## config.mk

```make
export PLATFORM = sky130hd
export DESIGN_NAME = load_color_tracker
export DESIGN_NICKNAME = d
export VERILOG_FILES = /design/src/rtl/lcst_pkg.sv /design/src/rtl/lcst_color_fsm.sv /design/src/rtl/lcst_color_alloc.sv /design/src/rtl/lcst_vec_array.sv /design/src/rtl/load_color_tracker.sv
export SDC_FILE = /design/constraint.sdc
export NUM_CORES = 1
export LEC_CHECK = 0
export BUFFER_PORTS_ARGS = -buffer_cell sky130_fd_sc_hd__buf_2
export CAP_MARGIN = 10
export CORE_ASPECT_RATIO = 1.75
export CORE_MARGIN = 4
export CORE_UTILIZATION = 35
export CTS_BUF_LIST = sky130_fd_sc_hd__clkbuf_4
export CTS_CLUSTER_DIAMETER = 50
export CTS_CLUSTER_SIZE = 14
export DETAILED_ROUTE_END_ITERATION = 6
export SLEW_MARGIN = 25
export SYNTH_ARGS = -nofsm -noshare
export SYNTH_HDL_FRONTEND = slang
export SYNTH_SLANG_ARGS = --single-unit
```

## constraint.sdc

```tcl
create_clock -name clk -period 4.5 [get_ports clk]
set_input_delay 1.125 -clock clk [delete_from_list [all_inputs] [get_ports clk]]
set_output_delay 1.125 -clock clk [all_outputs]
set_load 0.01 [all_outputs]
```

## src/rtl/lcst_pkg.sv

```systemverilog
package lcst_pkg;

    typedef enum logic [1:0] {
        C_FREE     = 2'd0,
        C_INFLIGHT = 2'd1,
        C_REPLAY   = 2'd2
    } color_state_e;

endpackage

```

## src/rtl/lcst_color_fsm.sv

```systemverilog
module lcst_color_fsm
    import lcst_pkg::*;
(
    input  logic clk,
    input  logic rst_n,
    input  logic alloc_i,
    input  logic miss_i,
    input  logic hit_i,
    output logic busy_o,
    output logic miss_act_o
);

    color_state_e state_q;
    color_state_e state_n;

    // next-state logic
    always_comb begin
        state_n = state_q;
        unique case (state_q)
            C_FREE: begin
                if (alloc_i) state_n = C_INFLIGHT;       // T_ALLOC
            end
            C_INFLIGHT: begin
                if (hit_i)       state_n = C_FREE;       // T_CONFIRM
                else if (miss_i) state_n = C_REPLAY;     // T_MISS
            end
            C_REPLAY: begin
                if (hit_i) state_n = C_FREE;             // T_CONFIRM
                else       state_n = C_REPLAY;           // T_REMISS or wait
            end
            default: state_n = C_FREE;
        endcase
    end

    // state register
    always_ff @(posedge clk) begin
        if (!rst_n) state_q <= C_FREE;
        else        state_q <= state_n;
    end

    // outputs
    always_comb begin
        busy_o     = 1'b0;
        miss_act_o = 1'b0;
        unique case (state_q)
            C_FREE: begin
                busy_o     = 1'b0;
                miss_act_o = 1'b0;
            end
            C_INFLIGHT, C_REPLAY: begin
                busy_o     = 1'b1;
                miss_act_o = miss_i && !hit_i;
            end
            default: begin
                busy_o     = 1'b0;
                miss_act_o = 1'b0;
            end
        endcase
    end

    p_hit_frees_r7: assert property (@(posedge clk) disable iff (!rst_n)
        (hit_i && state_q != C_FREE) |=> state_q == C_FREE);

    p_miss_keeps_r9: assert property (@(posedge clk) disable iff (!rst_n)
        (miss_i && !hit_i && state_q != C_FREE) |=> state_q == C_REPLAY);

    p_free_ignores_r11: assert property (@(posedge clk) disable iff (!rst_n)
        (state_q == C_FREE && !alloc_i) |=> state_q == C_FREE);

endmodule

```

## src/rtl/lcst_color_alloc.sv

```systemverilog
module lcst_color_alloc #(
    parameter int NUM_COLORS = 8,
    localparam int CW = $clog2(NUM_COLORS)
) (
    input  logic [NUM_COLORS-1:0] busy_i,
    output logic                  any_free_o,
    output logic [CW-1:0]         idx_o
);

    always_comb begin
        any_free_o = 1'b0;
        idx_o      = '0;
        for (int i = NUM_COLORS - 1; i >= 0; i--) begin
            if (!busy_i[i]) begin
                any_free_o = 1'b1;
                idx_o      = CW'(i);
            end
        end
    end

endmodule

```

## src/rtl/lcst_vec_array.sv

```systemverilog
module lcst_vec_array #(
    parameter int NUM_ENTRIES = 16,
    parameter int NUM_COLORS  = 8,
    localparam int EW = $clog2(NUM_ENTRIES)
) (
    input  logic                   clk,
    input  logic                   rst_n,
    input  logic                   wr_en_i,
    input  logic [EW-1:0]          wr_entry_i,
    input  logic                   par0_v_i,
    input  logic [EW-1:0]          par0_i,
    input  logic                   par1_v_i,
    input  logic [EW-1:0]          par1_i,
    input  logic [NUM_COLORS-1:0]  own_bits_i,
    input  logic [NUM_COLORS-1:0]  clear_bits_i,
    input  logic [NUM_COLORS-1:0]  squash_bits_i,
    output logic [NUM_ENTRIES-1:0] hold_mask_o,
    output logic [NUM_ENTRIES-1:0] squash_mask_o
);

    logic [NUM_COLORS-1:0] vec_q [NUM_ENTRIES];
    logic [NUM_COLORS-1:0] inherit;

    always_comb begin
        inherit = own_bits_i;
        if (par0_v_i) inherit = inherit | vec_q[par0_i];
        if (par1_v_i) inherit = inherit | vec_q[par1_i];
    end

    for (genvar e = 0; e < NUM_ENTRIES; e++) begin : g_entry
        logic [NUM_COLORS-1:0] vec_n;
        logic                  sq_q;

        always_comb begin
            if (wr_en_i && wr_entry_i == EW'(e)) vec_n = inherit;
            else                                 vec_n = vec_q[e];
            vec_n = vec_n & ~clear_bits_i;
        end

        always_ff @(posedge clk) begin
            if (!rst_n) begin
                vec_q[e] <= '0;
                sq_q     <= 1'b0;
            end else begin
                vec_q[e] <= vec_n;
                sq_q     <= |(vec_n & squash_bits_i);
            end
        end

        assign hold_mask_o[e]   = |vec_q[e];
        assign squash_mask_o[e] = sq_q;
    end

    p_squash_held_r4: assert property (@(posedge clk) disable iff (!rst_n)
        (squash_mask_o & ~hold_mask_o) == '0);

    p_clear_sticks_r7: assert property (@(posedge clk) disable iff (!rst_n)
        (clear_bits_i != '0 && !wr_en_i && hold_mask_o == '0) |=> hold_mask_o == '0);

endmodule

```

## src/rtl/load_color_tracker.sv

```systemverilog
module load_color_tracker #(
    parameter int NUM_ENTRIES = 16,
    parameter int NUM_COLORS  = 8,
    localparam int EW = $clog2(NUM_ENTRIES),
    localparam int CW = $clog2(NUM_COLORS)
) (
    input  logic                   clk,
    input  logic                   rst_n,
    input  logic                   disp_valid,
    input  logic [EW-1:0]          disp_entry,
    input  logic                   disp_is_load,
    input  logic                   disp_par0_valid,
    input  logic [EW-1:0]          disp_par0_entry,
    input  logic                   disp_par1_valid,
    input  logic [EW-1:0]          disp_par1_entry,
    output logic                   disp_stall,
    output logic [CW-1:0]          disp_color,
    input  logic                   miss_valid,
    input  logic [CW-1:0]          miss_color,
    input  logic                   hit_valid,
    input  logic [CW-1:0]          hit_color,
    output logic [NUM_ENTRIES-1:0] squash_mask,
    output logic [NUM_ENTRIES-1:0] hold_mask
);

    logic [NUM_COLORS-1:0] busy;
    logic [NUM_COLORS-1:0] miss_act;
    logic [NUM_COLORS-1:0] clear_bits;
    logic [NUM_COLORS-1:0] own_bits;
    logic                  any_free;
    logic [CW-1:0]         alloc_idx;
    logic                  disp_fire;
    logic                  load_fire;

    lcst_color_alloc #(.NUM_COLORS(NUM_COLORS)) u_alloc (
        .busy_i     (busy),
        .any_free_o (any_free),
        .idx_o      (alloc_idx)
    );

    assign disp_stall = disp_valid && disp_is_load && !any_free;
    assign disp_fire  = disp_valid && !disp_stall;
    assign load_fire  = disp_fire && disp_is_load;
    assign disp_color = alloc_idx;

    for (genvar c = 0; c < NUM_COLORS; c++) begin : g_color
        lcst_color_fsm u_fsm (
            .clk        (clk),
            .rst_n      (rst_n),
            .alloc_i    (load_fire && alloc_idx == CW'(c)),
            .miss_i     (miss_valid && miss_color == CW'(c)),
            .hit_i      (hit_valid && hit_color == CW'(c)),
            .busy_o     (busy[c]),
            .miss_act_o (miss_act[c])
        );
        assign clear_bits[c] = hit_valid && hit_color == CW'(c) && busy[c];
        assign own_bits[c]   = load_fire && alloc_idx == CW'(c);
    end

    lcst_vec_array #(
        .NUM_ENTRIES (NUM_ENTRIES),
        .NUM_COLORS  (NUM_COLORS)
    ) u_vec (
        .clk           (clk),
        .rst_n         (rst_n),
        .wr_en_i       (disp_fire),
        .wr_entry_i    (disp_entry),
        .par0_v_i      (disp_par0_valid),
        .par0_i        (disp_par0_entry),
        .par1_v_i      (disp_par1_valid),
        .par1_i        (disp_par1_entry),
        .own_bits_i    (own_bits),
        .clear_bits_i  (clear_bits),
        .squash_bits_i (miss_act),
        .hold_mask_o   (hold_mask),
        .squash_mask_o (squash_mask)
    );

    p_stall_full_r8: assert property (@(posedge clk) disable iff (!rst_n)
        disp_stall |-> $countones(busy) == NUM_COLORS);

    p_alloc_owned_r3: assert property (@(posedge clk) disable iff (!rst_n)
        load_fire |=> busy[$past(alloc_idx)]);

    p_stall_no_write_r8: assert property (@(posedge clk) disable iff (!rst_n)
        (disp_stall && !hit_valid) |=> $stable(hold_mask) || $past(miss_valid));

    p_free_miss_quiet_r11: assert property (@(posedge clk) disable iff (!rst_n)
        (miss_valid && !busy[miss_color]) |=> squash_mask == '0);

    p_squash_pulse_r4: assert property (@(posedge clk) disable iff (!rst_n)
        !miss_valid |=> squash_mask == '0);

endmodule

```

==> impl_metrics.yaml <==
setup_path:
  end_kind: "output port"
  slowest_delay_ns: 0.63
  crit_required_ns: 3.38
  cp_max_fo: 6
  cp.arrival_ns: 2.61
  start_kind: "flop"
  critPathSlowestCell: "o21ai_1"
  critical_path_class: "reg2out"
  worstPathCellList: "inv_1, ha_1, inv_1, a21oi_1, o21ai_1, a21oi_1, buf_2"
yosys:
  avgSynthCellArea_um2: 8.99
  synth_fa_ha_area_frac: 0.0200
  synthFlopType: "dfxtp_1"
  seq_area_frac_synth: 0.320
  syn_inst: 1113
  yosys.area_share.simple: 0.174
  synth_edf_count: 0
  synth_top_family_by_area: "compound AO/OA/AOI/OAI gates"
  yosys.area_share.xor_xnor: 0
  syn-cell-area_mm2: 0.0100
  synth_fp_nets: 1155
  async_flop_share: 0
  synth-warning-count: 0
  yosys-mux-area-fraction: 0.171
  yosysUniqueCellTypes: 64
  ys_ff_latch: 160
  synth_compound_area_frac: 0.250
routing:
  num_vias: 9800
  first_iter_violations: 1101
  drc: 0
  via_per_inst: 6.40
  wl_per_cell_um: 26.9
  antenna_left: 0
  firstDrtPassIters: 6
  routed_wl_mm: 41.2
power_and_ir_drop:
  p_int_mw: 1.92
  leakage_nw: 3.75
  combPwrFrac: 0.153
  power.clock.fraction: 0.314
  power_switching_mw: 0.855
  power_per_cell_area_mw_per_mm2: 249
  seq_power_share: 0.533
  worst_ir_drop_vdd_mv: 0.167
  swShare: 0.308
global_routing:
  grt_overflow_total: 0
  antenna_found_initial: 1
  grt_pass1_wl_mm: 60.2
  track_usage: 0.263
  grt_max_degree: 34
  grt_pass1_vias: 9423
timing:
  fin_skew_ns: 0.0237
  max_freq_mhz: 268
  rsz0062_at_grt: "false"
  post-route-min-period_ns: 3.74
  setup_tns_ns: 0
  setup_viol: 0
  fin_ws_ns: 0.762
  max_slew_margin: 0.154
  hold_violations: 0
  final_max_slew_viol_count: 0
  period_share: 0.831
  worst_slew_pin_slew_ns: 1.26
floorplan:
  die_area_mm2: 0.0315
  rows: 81
  initial_core_util: 0.356
  io_pins: 62
  die_y_um: 232
  die_w_um: 136
  fp.coreArea_mm2: 0.0281
place:
  io_buffer_count: 61
  dp_hpwl_mm: 30.8
  placed_cells_incl_taps: 1499
  post-place-ws_ns: 0.455
  gp_congestion: 0.970
cts:
  htree_num_levels: 4
  clk_path_buf_depth: 2
  clk_pin_slew_ns: 0.14
  cts_tree: "yes"
  cts_root_buf: "clkbuf_4"
  cts_inserted_buffers: 17
  cts-resized-gates: 0
  clock_sinks: 160
  holdBufCountCts: 0
  post-cts-setup-buffers: 0
  worstSkewPairLatency_ns: 0.65
min_path:
  hold_path.class: "reg2reg"
cells_and_area:
  stdcell_count: 1532
  layout-drive-gt1-share: 0.216
  area_growth_pct: 11.4
  multi_input_area_mm2: 0.00629
  nFillCells: 2871
  final_util: 0.397
  ff_latch_area_mm2: 0.00320
  final_nets: 1187
outcome:
  status: "finished clean"
job:
  maxCapViolCount: 0
[cells in the mapped netlist (all sizes together) (27+ instances only)]
library cell / n / area, um^2
mux4: 63 / 1420
a211oi: 157 / 1200
nand2: 46 / 173
dfxtp: 160 / 3200
buf: 49 / 309
mux2i: 29 / 290
clkbuf: 62 / 233
o21ai: 27 / 135
a21oi: 53 / 265
nor2: 164 / 621
inv: 28 / 105
nor4: 37 / 231
[cells in the final DEF (no fill, tap or decap), types with 5 or more instances in the layout]
cell,instances
nand2b_1,10
a21oi_1,53
a21o_1,11
a31oi_1,9
nand2_1,46
nor2b_1,15
nand4_1,7
and2_1,5
nand4b_1,6
inv_1,28
buf_4,60
o21ai_1,8
mux2i_1,29
o21ai_0,19
nand3_1,14
a2111oi_1,6
a22oi_1,11
nor2_1,160
dfxtp_1,160
a211o_1,6
ha_1,16
nor3_2,13
and3_1,10
buf_2,61
clkinv_1,7
clkbuf_4,18
and3b_1,8
mux4_2,63
nor4_1,32
a211oi_1,155
nor3_1,6
o22ai_1,7
o211ai_1,12
[state kept, by name (all words and copies together), names as in the netlist]
register,flops
g_color.u_fsm.state_q,16
u_vec.g_entry.sq_q,16
u_vec.vec_q,128
[stage by stage]
step                      power, mW  cell area [um^2]  hold slack, ns
after global routing           2.88             11100           0.560
after detailed placement       1.92             10900           0.482
final                          2.77             11100           0.515
after floorplan                1.75             10000           0.453
after global placement         1.92             10900           0.471
after CTS                      2.78             11100           0.516
[final timing paths]
check	from	end	slack, ns	cells after the start
max	g_color[4].u_fsm.state_q[0]$_SDFFE_PN0P_	disp_color[0]	0.76	7
min	g_color[2].u_fsm.state_q[1]$_SDFFE_PN0P_	g_color[2].u_fsm.state_q[1]$_SDFFE_PN0P_	0.52	2
max reg2reg	g_color[4].u_fsm.state_q[0]$_SDFFE_PN0P_	u_vec.g_entry[1].sq_q$_SDFF_PN0_	0.86	12
min reg2reg	g_color[2].u_fsm.state_q[1]$_SDFFE_PN0P_	g_color[2].u_fsm.state_q[1]$_SDFFE_PN0P_	0.52	2
[cell type report]
class,count,area share
Antenna cell,1,0.000225
Clock buffer,18,0.0121
Clock inverter,14,0.0111
Inverter,29,0.00977
Multi-Input combinational cell,813,0.564
Sequential cell,160,0.287
Tap cell,373,0.0419
Timing Repair Buffer,124,0.0732
[metal layers]
layer | GRT usage | vias up | part of all wire
li1 | - | 4379 | -
met1 | 0.279 | 4784 | 0.34
met2 | 0.457 | 497 | 0.51
met3 | 0.0389 | 140 | 0.060
met4 | 0.206 | 0 | 0.090
met5 | 0 | - | 0
[kinds of logic after synthesis]
group	after synthesis
AOI/OAI and AO/OA	345
adders and majority gates	16
buffers and inverters	140
DFF	160
muxes	92
and+or+nand+nor	360
[power groups by stage]
stage                     combinational, mW  clock (mW)  sequential (mW)
after floorplan                       0.258           0             1.49
after global placement                0.414           0             1.51
after detailed placement              0.418           0             1.51
after CTS                             0.419       0.885             1.48
after global routing                  0.452       0.945             1.48
final                                 0.425       0.871             1.48
[worst max-delay path, delay by kind of cell (launching register included)]
family,cells,cell delay [ns]
AO/OA/AOI/OAI,3,0.85
buffers and inverters,3,0.41
adder cells (fa/ha/maj),1,0.37
flip-flops,1,0.35
Note: power is estimated with default switching activity, not from simulation.
